==> config.mk <==
export PLATFORM = sky130hd
export DESIGN_NAME = pause_tx_ctrl
export DESIGN_NICKNAME = d
export VERILOG_FILES = /design/src/rtl/pause_ctl_pkg.sv /design/src/rtl/pause_slot_counter.sv /design/src/rtl/pause_fsm.sv /design/src/rtl/backoff_ctl.sv /design/src/rtl/pause_tx_ctrl.sv
export SDC_FILE = /design/constraint.sdc
export NUM_CORES = 1
export LEC_CHECK = 0
export ABC_AREA = 1
export BUFFER_PORTS_ARGS = -buffer_cell sky130_fd_sc_hd__buf_2
export CAP_MARGIN = 15
export CORE_MARGIN = 3
export CORE_UTILIZATION = 40
export CTS_CLUSTER_SIZE = 30
export DETAILED_ROUTE_END_ITERATION = 12
export PLACE_DENSITY = 0.67
export SYNTH_ARGS = -nofsm -noshare
export SYNTH_HDL_FRONTEND = slang
export SYNTH_SLANG_ARGS = --single-unit
==> constraint.sdc <==
create_clock -name clk_i -period 6.25 [get_ports clk_i]
set_clock_uncertainty 0.15 [all_clocks]
set_input_delay 0.625 -clock clk_i [delete_from_list [all_inputs] [get_ports clk_i]]
set_output_delay 0.625 -clock clk_i [all_outputs]
set_load 0.05 [all_outputs]
==> src/rtl/pause_ctl_pkg.sv <==
package pause_ctl_pkg;

  typedef enum logic [1:0] {
    PS_IDLE      = 2'd0,
    PS_WAIT_STOP = 2'd1,
    PS_PAUSED    = 2'd2
  } pause_state_e;

  // Command to the shared slot counter: clear wins over increment.
  typedef struct packed {
    logic clr;
    logic inc;
  } slot_cmd_t;

  localparam slot_cmd_t SLOT_HOLD = '{clr: 1'b0, inc: 1'b0};

endpackage

==> src/rtl/pause_slot_counter.sv <==
module pause_slot_counter
  import pause_ctl_pkg::*;
#(
  parameter int CNT_W = 16
) (
  input  logic             clk_i,
  input  logic             rst_ni,
  input  slot_cmd_t        cmd_i,
  output logic [CNT_W-1:0] cnt_o
);

  always_ff @(posedge clk_i or negedge rst_ni) begin
    if (!rst_ni)         cnt_o <= '0;
    else if (cmd_i.clr)  cnt_o <= '0;
    else if (cmd_i.inc)  cnt_o <= cnt_o + CNT_W'(1);
  end


  cnt_clear_chk: assert property (@(posedge clk_i) disable iff (!rst_ni)
    cmd_i.clr |=> (cnt_o == '0));


  cnt_hold_chk: assert property (@(posedge clk_i) disable iff (!rst_ni)
    (!cmd_i.clr && !cmd_i.inc) |=> $stable(cnt_o));

endmodule

==> src/rtl/pause_fsm.sv <==
module pause_fsm
  import pause_ctl_pkg::*;
#(
  parameter int DUR_W = 16,
  parameter int CNT_W = 16
) (
  input  logic             clk_i,
  input  logic             rst_ni,
  input  logic             det_i,
  input  logic             tx_idle_i,
  input  logic             tick_i,
  input  logic [DUR_W-1:0] dur_i,
  input  logic [CNT_W-1:0] cnt_i,
  output slot_cmd_t        cmd_o,
  output logic             stop_req_o,
  output logic             irq_o,
  output logic             rfc_o
);

  pause_state_e st_q, st_d;
  logic         due;

  assign due = (cnt_i >= CNT_W'(dur_i));

  always_comb begin
    st_d  = st_q;
    cmd_o = SLOT_HOLD;
    case (st_q)
      PS_IDLE: begin
        if (det_i) st_d = PS_WAIT_STOP;
      end
      PS_WAIT_STOP: begin
        cmd_o.clr = 1'b1;
        if (tx_idle_i) st_d = PS_PAUSED;
      end
      PS_PAUSED: begin
        if (det_i)       cmd_o.clr = 1'b1;
        else if (due)    st_d = PS_IDLE;
        else if (tick_i) cmd_o.inc = 1'b1;
      end
      default: st_d = PS_IDLE;
    endcase
  end

  always_ff @(posedge clk_i or negedge rst_ni) begin
    if (!rst_ni) begin
      st_q       <= PS_IDLE;
      stop_req_o <= 1'b0;
      rfc_o      <= 1'b0;
      irq_o      <= 1'b0;
    end else begin
      st_q       <= st_d;
      stop_req_o <= (st_d != PS_IDLE);
      rfc_o      <= (st_d == PS_PAUSED);
      irq_o      <= (st_q == PS_WAIT_STOP) && (st_d == PS_PAUSED);
    end
  end


  detect_stop_chk: assert property (@(posedge clk_i) disable iff (!rst_ni)
    (st_q == PS_IDLE && det_i) |=> stop_req_o);


  irq_pulse_chk: assert property (@(posedge clk_i) disable iff (!rst_ni)
    irq_o |=> !irq_o);


  irq_entry_chk: assert property (@(posedge clk_i) disable iff (!rst_ni)
    irq_o |-> $rose(rfc_o));


  rfc_stop_chk: assert property (@(posedge clk_i) disable iff (!rst_ni)
    rfc_o |-> stop_req_o);


  release_due_chk: assert property (@(posedge clk_i) disable iff (!rst_ni)
    $fell(rfc_o) |-> $past(due));


  redetect_hold_chk: assert property (@(posedge clk_i) disable iff (!rst_ni)
    (st_q == PS_PAUSED && det_i) |=> rfc_o);

endmodule

==> src/rtl/backoff_ctl.sv <==
module backoff_ctl
  import pause_ctl_pkg::*;
#(
  parameter int BO_W  = 10,
  parameter int CNT_W = 16
) (
  input  logic             clk_i,
  input  logic             rst_ni,
  input  logic             start_i,
  input  logic [BO_W-1:0]  slots_i,
  input  logic             tick_i,
  input  logic [CNT_W-1:0] cnt_i,
  output slot_cmd_t        cmd_o,
  output logic             done_o
);

  logic            run_q;
  logic [BO_W-1:0] tgt_q;
  logic            at_tgt;

  assign at_tgt = (cnt_i == CNT_W'(tgt_q));

  always_comb begin
    cmd_o = SLOT_HOLD;
    if (start_i)                       cmd_o.clr = 1'b1;
    else if (run_q && !at_tgt && tick_i) cmd_o.inc = 1'b1;
  end

  always_ff @(posedge clk_i or negedge rst_ni) begin
    if (!rst_ni) begin
      run_q  <= 1'b0;
      tgt_q  <= '0;
      done_o <= 1'b0;
    end else if (start_i) begin
      run_q  <= 1'b1;
      tgt_q  <= slots_i;
      done_o <= 1'b0;
    end else if (run_q && at_tgt) begin
      run_q  <= 1'b0;
      done_o <= 1'b1;
    end else begin
      done_o <= 1'b0;
    end
  end


  done_pulse_chk: assert property (@(posedge clk_i) disable iff (!rst_ni)
    done_o |=> !done_o);


  done_after_run_chk: assert property (@(posedge clk_i) disable iff (!rst_ni)
    done_o |-> $past(run_q));

endmodule

==> src/rtl/pause_tx_ctrl.sv <==
module pause_tx_ctrl
  import pause_ctl_pkg::*;
#(
  parameter int DUR_W = 16,
  parameter int BO_W  = 10
) (
  input  logic             clk_i,
  input  logic             rst_ni,
  input  logic             bo_mode_i,
  input  logic             pause_det_i,
  input  logic [DUR_W-1:0] pause_dur_i,
  input  logic             slot_tick_i,
  input  logic             tx_idle_i,
  input  logic             bo_start_i,
  input  logic [BO_W-1:0]  bo_slots_i,
  output logic             tx_stop_req_o,
  output logic             pause_irq_o,
  output logic             rx_fc_paused_o,
  output logic             bo_done_o
);

  localparam int CNT_W = (DUR_W > BO_W) ? DUR_W : BO_W;

  logic [CNT_W-1:0] cnt;
  slot_cmd_t        ps_cmd, bo_cmd, cnt_cmd;
  logic             det_ok, start_ok;

  // Each user only sees its requests in its own mode.
  assign det_ok   = pause_det_i & ~bo_mode_i;
  assign start_ok = bo_start_i  &  bo_mode_i;
  assign cnt_cmd  = bo_mode_i ? bo_cmd : ps_cmd;

  pause_slot_counter #(.CNT_W(CNT_W)) u_cnt (
    .clk_i  (clk_i),
    .rst_ni (rst_ni),
    .cmd_i  (cnt_cmd),
    .cnt_o  (cnt)
  );

  pause_fsm #(.DUR_W(DUR_W), .CNT_W(CNT_W)) u_fsm (
    .clk_i      (clk_i),
    .rst_ni     (rst_ni),
    .det_i      (det_ok),
    .tx_idle_i  (tx_idle_i),
    .tick_i     (slot_tick_i),
    .dur_i      (pause_dur_i),
    .cnt_i      (cnt),
    .cmd_o      (ps_cmd),
    .stop_req_o (tx_stop_req_o),
    .irq_o      (pause_irq_o),
    .rfc_o      (rx_fc_paused_o)
  );

  backoff_ctl #(.BO_W(BO_W), .CNT_W(CNT_W)) u_bo (
    .clk_i   (clk_i),
    .rst_ni  (rst_ni),
    .start_i (start_ok),
    .slots_i (bo_slots_i),
    .tick_i  (slot_tick_i),
    .cnt_i   (cnt),
    .cmd_o   (bo_cmd),
    .done_o  (bo_done_o)
  );


  bo_ignore_chk: assert property (@(posedge clk_i) disable iff (!rst_ni)
    (bo_mode_i && pause_det_i && !tx_stop_req_o) |=> !tx_stop_req_o);


  pause_start_zero_chk: assert property (@(posedge clk_i) disable iff (!rst_ni)
    $rose(rx_fc_paused_o) |-> (cnt == '0));

endmodule

# Word-level counts from Yosys, hierarchy flattened

Cells that the tools add are included.

Register bits after elaboration: 33
Bits of input ports: 33
Output and inout bits: 4
Word-level logic and storage cells: 47

Add/subtract/negate cells: 1
Magnitude comparators: 1
Equality and inequality tests: 4
Multiplexer cells: 21
Bitwise logic cells: 3
Reduce and logical (&&, ||, !) cells: 9

Operators by type and width:

| cell                                                             | number |
|---|---|
| 16-bit 2-to-1 mux                                                | 2 |
| 16-bit by 1-bit adder with 16-bit output (second input constant) | 1 |
| 16-bit by 10-bit == test with 1-bit output                       | 1 |
| 16-bit greater-or-equal comparator                               | 1 |
| 1-bit 2-to-1 mux                                                 | 12 |
| 2-bit 2-to-1 mux                                                 | 5 |
| 2-bit case mux with 3 select lines                               | 1 |
| 2-bit nonzero test                                               | 3 |
| 2-bit == test (second input constant)                            | 2 |
| 1-bit logical AND                                                | 4 |
| 1-bit bitwise AND                                                | 2 |
| 2-bit by 1-bit == test with 1-bit output (second input constant) | 1 |
| 2-bit zero test                                                  | 1 |
| 1-bit case mux with 2 select lines                               | 1 |
| 1-bit zero test                                                  | 1 |
| 1-bit NOT                                                        | 1 |

# Longest topological paths before layout

Word-level depth: 9
Gate-level depth with buffers: 16
Depth with buffers taken out: 16

# Hierarchy

A second synthesis with hierarchy kept.

Cell total of the unflattened synthesis: 357
Area, all modules: 2428.6 µm²

Modules (own cells, without submodules):

| module             | times used | cells an instance | area an instance (µm²) | seq. area each (µm²) |
|---|---|---|---|---|
| pause_slot_counter | 1          | 129               | 923.4                  | 400.4 |
| pause_fsm          | 1          | 107               | 742.0                  | 125.1 |
| backoff_ctl        | 1          | 110               | 721.9                  | 300.3 |
| pause_tx_ctrl      | 1          | 11                | 41.3                   | 0.0 |

# Least setup slack after synthesis

OpenSTA, ideal clock, no wires.

Path kind: input to register
Start: input port pause_dur_i[15]
End: register u_cnt.cnt_o[0]
Library setup time: 0.118 ns
Data arrival time: 1.945 ns
Required time: 5.982 ns
Setup slack: 4.037 ns
Cell stages on the path: 11
Buffers on the path: 1
Cell sequence: inv_1 ha_1 a21oi_1 o21ai_0 nor2_1 nand3_1 nand2_1 nand2_4 buf_6 nand3_1 nand2_1

Cells in the longest elaborated chain, start to end: 6

RTL lines:

| element                            | RTL line                 | source |
|---|---|---|
| start, declared                    | pause_tx_ctrl.sv:11      | `input logic [DUR_W-1:0] pause_dur_i,` |
| 16-bit greater-or-equal comparator | pause_fsm.sv:23          | `assign due = (cnt_i >= CNT_W'(dur_i));` |
| 1-bit 2-to-1 mux                   | pause_fsm.sv:38          | `else if (due) st_d = PS_IDLE;` |
| 1-bit 2-to-1 mux                   | pause_fsm.sv:37          | `if (det_i) cmd_o.clr = 1'b1;` |
| 1-bit 2-to-1 mux                   | pause_fsm.sv:28          | `case (st_q)` |
| 2-bit 2-to-1 mux                   | pause_tx_ctrl.sv:31      | `assign cnt_cmd = bo_mode_i ? bo_cmd : ps_cmd;` |
| 2-bit nonzero test (no line)       | --                       |  |
| end signal, assigned               | pause_slot_counter.sv:15 | `else if (cmd_i.inc) cnt_o <= cnt_o + CNT_W'(1);` |
| end, declared                      | pause_slot_counter.sv:9  | `output logic [CNT_W-1:0] cnt_o` |

No other way between the ends.
A chain may end at the register's enable or synchronous reset.

# Worst setup path after layout

Start: register u_cnt.cnt_o[0]
End: register u_cnt.cnt_o[11]

Cells in the longest elaborated chain, start to end: 8
Elaborated cells on any way between the ends: 15
Those cells by class: add/sub: 1; order compare: 1; eq/ne: 1; mux: 8; reduce/logical: 4

RTL lines:

| element |
|---|
| parallel branches: the longest is 8 deep, another holds 16-bit greater-or-equal comparator |

Parallel ways; which one is timed is not known. The select of a mux whose other input is x is not followed.

==> reports/qor.yml <==
placed_design:
  dp_hpwl_mm: 3.806
  globalplace.congestion: 0.7799
  detailedPlace.worstSlack_ps: 3578
  placement.io_buffers: 36
sta:
  fin_worst_hold_slack_ps: 241.0
  worst-slew-pin-transition_ps: 735.9
  final_max_slew_viol_count: 0
  final-setup-viol-count: 0
  final.setup.tns_ps: 0
  worst_slew_margin_rel_pct: 50.94
  fin_crit_sh_pct: 39.05
  achievable-frequency_mhz: 409.7
  setup_slack_ps: 3809
  hold_viol: 0
  period_minus_slack_ps: 2441
  rsz0062_at_grt: "false"
synth:
  synth_edf_count: 0
  synth_async_sr_flop_share_pct: 100.0
  most_instantiated_flip_flop_cell_in_the_synthesis_netlist: "dfrtp_1"
  synth_fp_nets: 385
  synth_area_per_cell_um2: 7.193
  synth.yosys.seq_area_share_pct: 34.68
  postSynthRegisterBits: 33
  yosys.cell_types.count: 27
  yosysWarnings: 0
  synthCells: 331
  syn-cell-area_um2: 2381
clocking:
  clkLatencyLatePin_ps: 290
  cts_htree_levels: 2
  cts_repair_resize_count: 0
  cts.repair_timing.setup_buffer_count: 0
  clock_path_buffers: 2
  cts.sink_count: 33
  postCtsHoldBufs: 0
  clk_pin_slew_ps: 80
  root_buffer: "clkbuf_8"
  clock_tree_from_tritoncts: "done"
  cts-buffers-inserted: 5
global_routing:
  grt_pass1_vias: 1916
  grt_use_total_pct: 14.92
  globalRoute.totalOverflow: 0
  number_of_antenna_violations_at_the_first_check_in_global_routing: 0
  grt_first_pass_wirelength_mm: 8.631
  grt_start_max_net_pins: 34
power_and_ir_drop:
  cell_internal_pwr_uw: 427.4
  comb_power_share_pct: 27.9
  switching_share_pct: 33.61
  seq_power_share_pct: 39.9
  p_per_area_nw_per_um2: 235.7
  clock_power_share_pct: 32.2
  power.ir.vdd_worst_uv: 178.4
  p_leak_uw: 0.001557
  netSwitchingPower_uw: 216.4
routing:
  route.final.wire_length_mm: 4.810
  dr.pass1.iters: 4
  drt-vias-per-instance: 4.720
  dr_total_vias: 2077
  post_drt_wl_per_cell_um: 10.93
  route.antenna.remaining_nets: 0
  detail_route.iter0.violations: 115
  post-route-drc-count: 0
critical_path:
  timing.critical_path.slowest_cell_delay_ps: 470
  critPathArrivalTime_ps: 2460
  rr_startpoint: "u_cnt.cnt_o[0]"
  critical_path_peak_fanout: 17
  critical_path_required_ps: 6270
  critical_path.startpoint_type: "flip-flop"
  timing.critical_path.mode_cell: "nand2_1"
  endpoint_kind: "flip-flop"
  crit_chain: "inv_2 -> ha_1 -> nand2_1 -> nor2_1 -> nor2_1 -> nand2_1 -> nand2_1 -> nand2_1 -> nand2_1 -> nand3_1 -> nand2_1 -> nand2_4 -> nand3_1 -> nand2_1"
  crit_type: "flip-flop to flip-flop"
  critical_path.slowest_cell: "dfrtp_1"
  crit_start: "u_cnt.cnt_o[0]"
floorplan:
  floorplan.initialDensity_pct: 42.20
  floorplan.die_area_um2: 6914
  die-height_um: 83.15
  design.core.area_um2: 5642
  boundaryPins: 37
  floorplan.die.width_um: 83.15
  floorplan.rows: 27
hold_path:
  worst_hold_path_type: "input port to async pin"
finish:
  insertedDiodeCount: 0
  area_growth_syn_to_layout_pct: 14.71
  nNetsFinal: 421
  layout-drive-gt1-share_pct: 14.13
run:
  timing.max_cap.violations: 0
run_status:
  outcome: "finished clean"
==> cells in the final DEF (no fill, tap or decap), types with 2 or more instances in the layout <==
cell and n:
nor3_1 5, nand3_1 27, nand4_1 23, buf_2 36, inv_1 54, xnor2_1 5, xor2_1 8, clkbuf_8 6
o21ai_0 10, dfrtp_1 33, nor2_1 27, a21oi_1 6, ha_1 21, inv_2 2, nand2_1 92
==> layer usage <==
| layer | vias to the layer above | track usage (%) | share of wire [%] |
|---|---|---|---|
| met5 | - | 0 | 0 |
| met2 | 52 | 23.32 | 42 |
| met3 | 7 | 3.869 | 6.0 |
| li1 | 1126 | - | - |
| met4 | 0 | 4.458 | 1.2 |
| met1 | 892 | 20.26 | 51 |
==> final timing paths <==
path	endpoint	slack, ps	cells after the start
setup reg to reg	u_cnt.cnt_o[11]	3810	14
max in group asynchronous	u_cnt.cnt_o[8]	5230	1
min in group clk_i	u_bo.tgt_q[5]	350	2
hold reg to reg	u_bo.tgt_q[5]	350	2
hold / removal	u_bo.tgt_q[0]	240	1
setup / recovery	u_cnt.cnt_o[11]	3810	14
==> logic make-up after synthesis <==
| group | after synthesis | synth area share, % |
|---|---|---|
| AOI/OAI and AO/OA | 20 | 4.940 |
| and+or+nand+nor | 180 | 33.63 |
| adders and majority gates | 21 | 11.04 |
| DFF | 33 | 34.68 |
| buffers and inverters | 64 | 10.93 |
| xor gates and xnor gates | 13 | 4.782 |
==> sequential cells by signal (all words and copies together) (netlist names) <==
register          count
u_fsm.stop_req_o      1
u_fsm.rfc_o           1
u_bo.run_q            1
u_bo.tgt_q           10
u_cnt.cnt_o          16
u_fsm.irq_o           1
u_bo.done_o           1
u_fsm.st_q            2
==> metrics by stage <==
step / power [µW] / utilization [%] / cells / instance area [µm²]
final: 643.8 / 48.41 / 440 / 2731
after global routing: 690.0 / 48.41 / 440 / 2731
after CTS: 649.9 / 48.41 / 440 / 2731
after detailed placement: 441.7 / 46.35 / 432 / 2615
after global placement: 439.6 / 46.35 / 432 / 2615
after floorplan: 392.7 / - / 331 / 2381
==> cell usage after synthesis, types with 2 or more instances <==
library cell | count | share of area, %
xor2_1 | 8 | 2.9
clkbuf_1 | 4 | 0.63
nand3_1 | 27 | 5.7
inv_1 | 54 | 8.5
ha_1 | 21 | 11
buf_6 | 2 | 0.95
xnor2_1 | 5 | 1.8
nand4_1 | 23 | 6.0
nor2_1 | 27 | 4.3
a21oi_1 | 6 | 1.3
inv_2 | 2 | 0.32
dfrtp_1 | 33 | 35
o21ai_0 | 10 | 2.1
nor3_1 | 5 | 1.1
nand2_1 | 92 | 15
==> critical path: cells and delay by family (launching register included) <==
family	cells	cell delay (ps)
adder cells (fa/ha/maj)	1	280
AND/OR/NAND/NOR	12	1320
buffers and inverters	1	100
flip-flops	1	470
==> layout make-up <==
cell class / instances / area (µm²)
Clock buffer: 7 / 86.33
Clock inverter: 1 / 30.03
Inverter: 56 / 210.2
Fill cell: 585 / 2910
Tap cell: 72 / 90.09
Multi-Input combinational cell: 234 / 1301
Sequential cell: 33 / 825.8
Timing Repair Buffer: 37 / 187.7
==> power groups by stage <==
stage / Combinational, µW / Clock, µW / Sequential, µW
after floorplan: 115 / 0 / 278
after global placement: 180 / 0 / 260
after detailed placement: 182 / 0 / 260
after CTS: 183 / 211 / 257
after global routing: 209 / 221 / 260
final: 180 / 207 / 257
No activity file was read; power rests on OpenSTA's default activity.
